<file path="src/rtl/lenGenPkg.sv">
package lenGenPkg;

  // One-hot command from the sequencing control to the slot datapath.
  typedef struct packed {
    logic hold;     // park at slot 0 with outputs low
    logic restart;  // begin a fresh frame at slot 0
    logic advance;  // move to the next slot, wrapping after slot J-1
  } lenStrobe_t;

endpackage

</file>
<file path="src/rtl/lenFactorClamp.sv">
module lenFactorClamp #(
  parameter int MIN_J = 2,
  parameter int MAX_J = 10,
  parameter int JW    = 4
) (
  input  logic [JW-1:0] rawJ,
  output logic [JW-1:0] legalJ
);

  localparam logic [JW-1:0] LO = JW'(MIN_J);
  localparam logic [JW-1:0] HI = JW'(MAX_J);

  always_comb begin
    if (rawJ < LO)      legalJ = LO;
    else if (rawJ > HI) legalJ = HI;
    else                legalJ = rawJ;
  end

endmodule

</file>
<file path="src/rtl/lenCtrl.sv">
module lenCtrl
  import lenGenPkg::*;
#(
  parameter int MIN_J = 2,
  parameter int JW    = 4
) (
  input  logic          clk,
  input  logic          rst,
  input  logic          runEn,
  input  logic [JW-1:0] legalJ,
  input  logic          lastSlot,
  output lenStrobe_t    strobe,
  output logic [JW-1:0] curJ,
  output logic [JW-1:0] nextJ,
  output logic          active
);

  logic takeNew;

  // Pick the one command for this cycle.
  always_comb begin
    strobe = '0;
    if (rst || !runEn)  strobe.hold    = 1'b1;
    else if (!active)   strobe.restart = 1'b1;
    else                strobe.advance = 1'b1;
  end

  // A new width is only accepted on a start or at a frame wrap.
  assign takeNew = strobe.restart || (strobe.advance && lastSlot);
  assign nextJ   = takeNew ? legalJ : curJ;

  always_ff @(posedge clk) begin
    if (rst) begin
      active <= 1'b0;
      curJ   <= JW'(MIN_J);
    end else begin
      active <= !strobe.hold;
      curJ   <= nextJ;
    end
  end

endmodule

</file>
<file path="src/rtl/lenPath.sv">
module lenPath
  import lenGenPkg::*;
#(
  parameter int JW = 4,
  parameter int SW = 4
) (
  input  logic          clk,
  input  logic          rst,
  input  lenStrobe_t    strobe,
  input  logic [JW-1:0] curJ,
  input  logic [JW-1:0] nextJ,
  output logic [SW-1:0] slot,
  output logic          lastSlot,
  output logic          loadEn,
  output logic          wordClk
);

  logic [SW-1:0] nextSlot;
  logic          nextRun;
  logic [JW:0]   highLen;
  logic          loadD;
  logic          clkD;

  assign lastSlot = (JW'(slot) == curJ - JW'(1));

  always_comb begin
    if (strobe.hold || strobe.restart) nextSlot = '0;
    else if (lastSlot)                 nextSlot = '0;
    else                               nextSlot = slot + SW'(1);
  end

  assign nextRun = !strobe.hold;

  // Outputs are decoded from the next-state slot and width, so the
  // registered outputs line up with the slot register in every cycle.
  assign highLen = ({1'b0, nextJ} + (JW+1)'(1)) >> 1;
  assign loadD   = nextRun && (JW'(nextSlot) == nextJ - JW'(2));
  assign clkD    = nextRun && ((JW+1)'(nextSlot) < highLen);

  always_ff @(posedge clk) begin
    if (rst) begin
      slot    <= '0;
      loadEn  <= 1'b0;
      wordClk <= 1'b0;
    end else begin
      slot    <= nextSlot;
      loadEn  <= loadD;
      wordClk <= clkD;
    end
  end

endmodule

</file>
<file path="src/rtl/lenTimingGen.sv">
module lenTimingGen
  import lenGenPkg::*;
#(
  parameter int MIN_J    = 2,
  parameter int MAX_J    = 10,
  parameter int FACTOR_W = $clog2(MAX_J + 1)
) (
  input  logic                clk,
  input  logic                rst,
  input  logic                runEn,
  input  logic [FACTOR_W-1:0] factor,
  output logic                loadEn,
  output logic                wordClk
);

  localparam int SLOT_W = $clog2(MAX_J);

  lenStrobe_t          strobe;
  logic [FACTOR_W-1:0] legalJ;
  logic [FACTOR_W-1:0] curJ;
  logic [FACTOR_W-1:0] nextJ;
  logic [SLOT_W-1:0]   slotQ;
  logic                lastSlot;
  logic                active;

  lenFactorClamp #(.MIN_J(MIN_J), .MAX_J(MAX_J), .JW(FACTOR_W)) i_clamp (
    .rawJ   (factor),
    .legalJ (legalJ)
  );

  lenCtrl #(.MIN_J(MIN_J), .JW(FACTOR_W)) i_ctrl (
    .clk      (clk),
    .rst      (rst),
    .runEn    (runEn),
    .legalJ   (legalJ),
    .lastSlot (lastSlot),
    .strobe   (strobe),
    .curJ     (curJ),
    .nextJ    (nextJ),
    .active   (active)
  );

  lenPath #(.JW(FACTOR_W), .SW(SLOT_W)) i_path (
    .clk      (clk),
    .rst      (rst),
    .strobe   (strobe),
    .curJ     (curJ),
    .nextJ    (nextJ),
    .slot     (slotQ),
    .lastSlot (lastSlot),
    .loadEn   (loadEn),
    .wordClk  (wordClk)
  );

endmodule

</file>
<file path="config.mk">
export PLATFORM = sky130hd
export DESIGN_NAME = lenTimingGen
export DESIGN_NICKNAME = d
export VERILOG_FILES = /design/src/rtl/lenGenPkg.sv /design/src/rtl/lenFactorClamp.sv /design/src/rtl/lenCtrl.sv /design/src/rtl/lenPath.sv /design/src/rtl/lenTimingGen.sv
export SDC_FILE = /design/constraint.sdc
export NUM_CORES = 1
export LEC_CHECK = 0
export CORE_ASPECT_RATIO = 1.1
export CORE_MARGIN = 1.5
export CORE_UTILIZATION = 54
export CTS_CLUSTER_DIAMETER = 80
export DETAILED_ROUTE_END_ITERATION = 8
export PLACE_DENSITY = 0.86
export SLEW_MARGIN = 0
export SYNTH_ARGS = -nofsm -noshare
export SYNTH_HDL_FRONTEND = slang
export SYNTH_SLANG_ARGS = --single-unit
</file>
<file path="constraint.sdc">
create_clock -name clk -period 3.25 [get_ports clk]
set_input_delay 0.4875 -clock clk [delete_from_list [all_inputs] [get_ports clk]]
set_output_delay 0.4875 -clock clk [all_outputs]
set_load 0.005 [all_outputs]
</file>
==> summary.txt <==
detailed-route wire length -> 1590 µm
CP required -> 3450 ps
slew margin rel. -> 77.1%
worst-margin pin slew -> 340 ps
Final Skew -> 5.33 ps
Cell Chain, Critical Path -> inv_1 -> ha_1 -> xor2_1 -> nand3_2 -> o21a_2 -> nor4b_2 -> a21oi_2 -> inv_1 -> ha_1 -> or2_2 -> a211oi_2 -> a31oi_1 -> nor4_2
LEAKAGE -> 0.413 nW
Unique masters post-synth -> 35
setup TNS -> 0 ps
Post-synth EDFFs -> 0
area taken by multi-input logic gates -> 577 µm²
starting density of the core -> 59.0%
Clock power frac -> 30.9%
RSZ-0062 raised after global routing -> no
pin count of the biggest net entering global routing -> 10
CTS Hold Buffers Added -> 0
top cell type's share of synthesized area -> 27.0%
CP bufs+invs -> 2
r2r setup slk -> 290 ps
status -> finished clean
ratio of cells with drive above 1 in the final layout -> 18.6%
max_cap viols -> 0
Yosys reg bits -> 11
crit path DAT -> 3160 ps
Root Buffer -> clkbuf_4
clock tree buffer depth -> 2
total grt overflow -> 0
Crit Path Class -> flop to flop
area of the mapped netlist -> 816 µm²
vias in the first global route -> 642
Worst Hold End -> i_path.slot[0]$_SDFF_PP0_
antenna-violating nets left -> 0
Clock Sinks -> 11
drt first pass iters -> 4
CP endpoint kind -> flop
CTS Buf Count -> 3
hold path startpoint -> i_path.slot[0]$_SDFF_PP0_
post-DP HPWL -> 1270 µm
number of antenna violations at the first check in global routing -> 0
Slew Viols, Final -> 0
H-tree depth -> 1
pwr dens -> 333 mW/mm²
nets@finish -> 117
die area -> 0.00175 mm²
Crit-path slowest cell -> dfxtp_1
fill count -> 107
Psw -> 93.5 µW
YS warnings -> 0
global placement routability congestion -> 0.901
combinational share of power -> 23.4%
Primary FF master, synth -> dfxtp_1
synthesized area per cell -> 9.17 µm²
switching part of the total -> 29.5%
worst hold slack -> 565 ps
Tcrit/Tclk final -> 91.1%
critical path peak fanout -> 9
post-CTS setup buffer count -> 0
DR vias/cell -> 5.73
via count -> 676
syn_nets -> 103
First DRT Iteration DRCs -> 12
Layout area overhead -> 16.4%
clock-pin slew on the worst setup and hold paths -> 70 ps
HP Class -> flop to flop
PortBufs -> 8
CTS resizes -> 0
Top-Level Pins -> 9
Final min period -> 2960 ps
area leader, netlist -> dfxtp_1
peak supply drop -> 0.000216 V
critical path's top delay family -> simple AND/OR/NAND/NOR gates
Clk Latency, worst-skew pair -> 280 ps
crit path launch type -> flop
routed length per instance -> 13.5 µm
sequential fraction of the synthesis area -> 27.0%
sequential power share -> 45.7%
Die Width -> 40.1 µm
# rows -> 14
Reg area -> 220 µm²
endpoints failing setup -> 0
Cell Int Power -> 223 µW
r2r startpoint -> i_ctrl.curJ[1]$_SDFF_PP1_
CTS tree -> done
Area contributors post-synth -> dfxtp_1, ha_1, xor2_1
Mapped Cells -> 89
die height -> 43.8 µm
Reg2Reg Depth -> 13
reg-to-reg endpoint -> i_path.loadEn$_SDFF_PP0_
Worst Hold Path Cells -> 1
DRC Markers -> 0
n_diodes -> 0
first-pass GRT wire length -> 2680 µm
gr usage total -> 23.0%
final-report hold violation count -> 0
FMAX -> 338 MHz
max incr delay on CP -> 410 ps
FFs w/ async S/R, synth -> 0%
Core Region -> 0.00138 mm²
-- cells in the final DEF, fill, tap and decap left out, types with 2 or more instances in the layout --
| cell type | Yosys | routed |
|---|---|---|
| a21oi_1 | 3 | 3 |
| and2_2 | 2 | 2 |
| and3_1 | 2 | 2 |
| clkbuf_4 | 0 | 3 |
| clkdlybuf4s50_1 | 0 | 8 |
| dfxtp_1 | 11 | 11 |
| ha_1 | 7 | 7 |
| inv_1 | 5 | 5 |
| nand2_1 | 5 | 5 |
| nand3_1 | 3 | 3 |
| nor2_1 | 9 | 9 |
| nor3_1 | 2 | 2 |
| o21ai_0 | 5 | 5 |
| o21ai_1 | 3 | 3 |
| xnor2_1 | 5 | 5 |
| xor2_1 | 6 | 6 |
-- cells in the mapped netlist (3+ instances only) --
| cell type | number |
|---|---|
| nor2_1 | 9 |
| o21ai_0 | 5 |
| nand2_1 | 5 |
| xnor2_1 | 5 |
| nand3_1 | 3 |
| o21ai_1 | 3 |
| inv_1 | 5 |
| a21oi_1 | 3 |
| ha_1 | 7 |
| xor2_1 | 6 |
| dfxtp_1 | 11 |
-- power by group through the flow --
| stage | combinational (mW) | clock, mW | sequential [mW] |
|---|---|---|---|
| finish | 0.0740 | 0.0978 | 0.145 |
| global route | 0.0820 | 0.105 | 0.145 |
| CTS | 0.0738 | 0.0991 | 0.145 |
| detailed placement | 0.0731 | 0 | 0.148 |
| global placement | 0.0707 | 0 | 0.148 |
| floorplan | 0.0491 | 0 | 0.147 |
-- through the flow --
step                      util, %  setup slack [ps]  std cells  power (mW)  instance area (µm²)
after floorplan                 -               511         89       0.196                  816
after global placement       66.7               276        114       0.219                  923
after detailed placement     66.7               247        114       0.221                  923
after CTS                    68.6               272        118       0.318                  950
after global routing         68.6              27.8        118       0.333                  950
final                        68.6               288        118       0.317                  950
-- registers in the layout, summed over array words and instances (netlist names) --
name            flops
i_path.wordClk      1
i_path.loadEn       1
i_ctrl.curJ         4
i_ctrl.active       1
i_path.slot         4
-- how the worst max path moves through the flow --
stage / startpoint / end / slack [ps] / cells after the start
5_1_grt: i_ctrl.curJ[1]$_SDFF_PP1_ / i_path.loadEn$_SDFF_PP0_ / 30 / 13
6_report: i_ctrl.curJ[1]$_SDFF_PP1_ / i_path.loadEn$_SDFF_PP0_ / 290 / 13
3_3_place_gp: rst / i_path.loadEn$_SDFF_PP0_ / 280 / 11
3_5_place_dp: rst / i_path.loadEn$_SDFF_PP0_ / 250 / 11
2_1_floorplan: i_ctrl.curJ[1]$_SDFF_PP1_ / i_path.loadEn$_SDFF_PP0_ / 510 / 13
4_1_cts: i_ctrl.curJ[1]$_SDFF_PP1_ / i_path.loadEn$_SDFF_PP0_ / 270 / 13
-- cell type report --
cell class | instances | share of cell area [%]
clock buffer | 4 | 2.77
inverter | 5 | 1.98
multi-input combinational | 73 | 60.7
sequential | 11 | 23.2
tap | 16 | 2.11
timing repair buffer | 9 | 9.22
-- kinds of logic (layout without fill, tap and decap cells) --
group	count (synthesis)	after routing	synth area share, %
XOR/XNOR	12	12	14.6
buffers and inverters	5	18	2.30
adder cells (fa/ha/maj)	7	7	10.7
AND/OR/NAND/NOR	34	34	25.9
AO/OA/AOI/OAI	18	18	15.0
flip-flops	11	11	27.0
multiplexers	2	2	4.45
-- worst register-to-register path: cells and delay by family (launching register included) --
family | cells | cell delay [ps]
buf+inv | 2 | 140
simple gates | 4 | 980
compound gates | 4 | 650
flops | 1 | 410
fa+ha+maj | 2 | 540
xor+xnor | 1 | 170
-- layer usage --
layer / wire length [µm] / up-vias / global-route usage (%) / part of all wire, %
li1: - / 337 / - / -
met1: 719 / 318 / 28.4 / 45
met2: 775 / 15 / 33.9 / 49
met3: 49 / 6 / 6.67 / 3.1
met4: 48 / 0 / 14.5 / 3.0
met5: 0 / - / 0 / 0
Note: power is estimated with default switching activity, not from simulation.
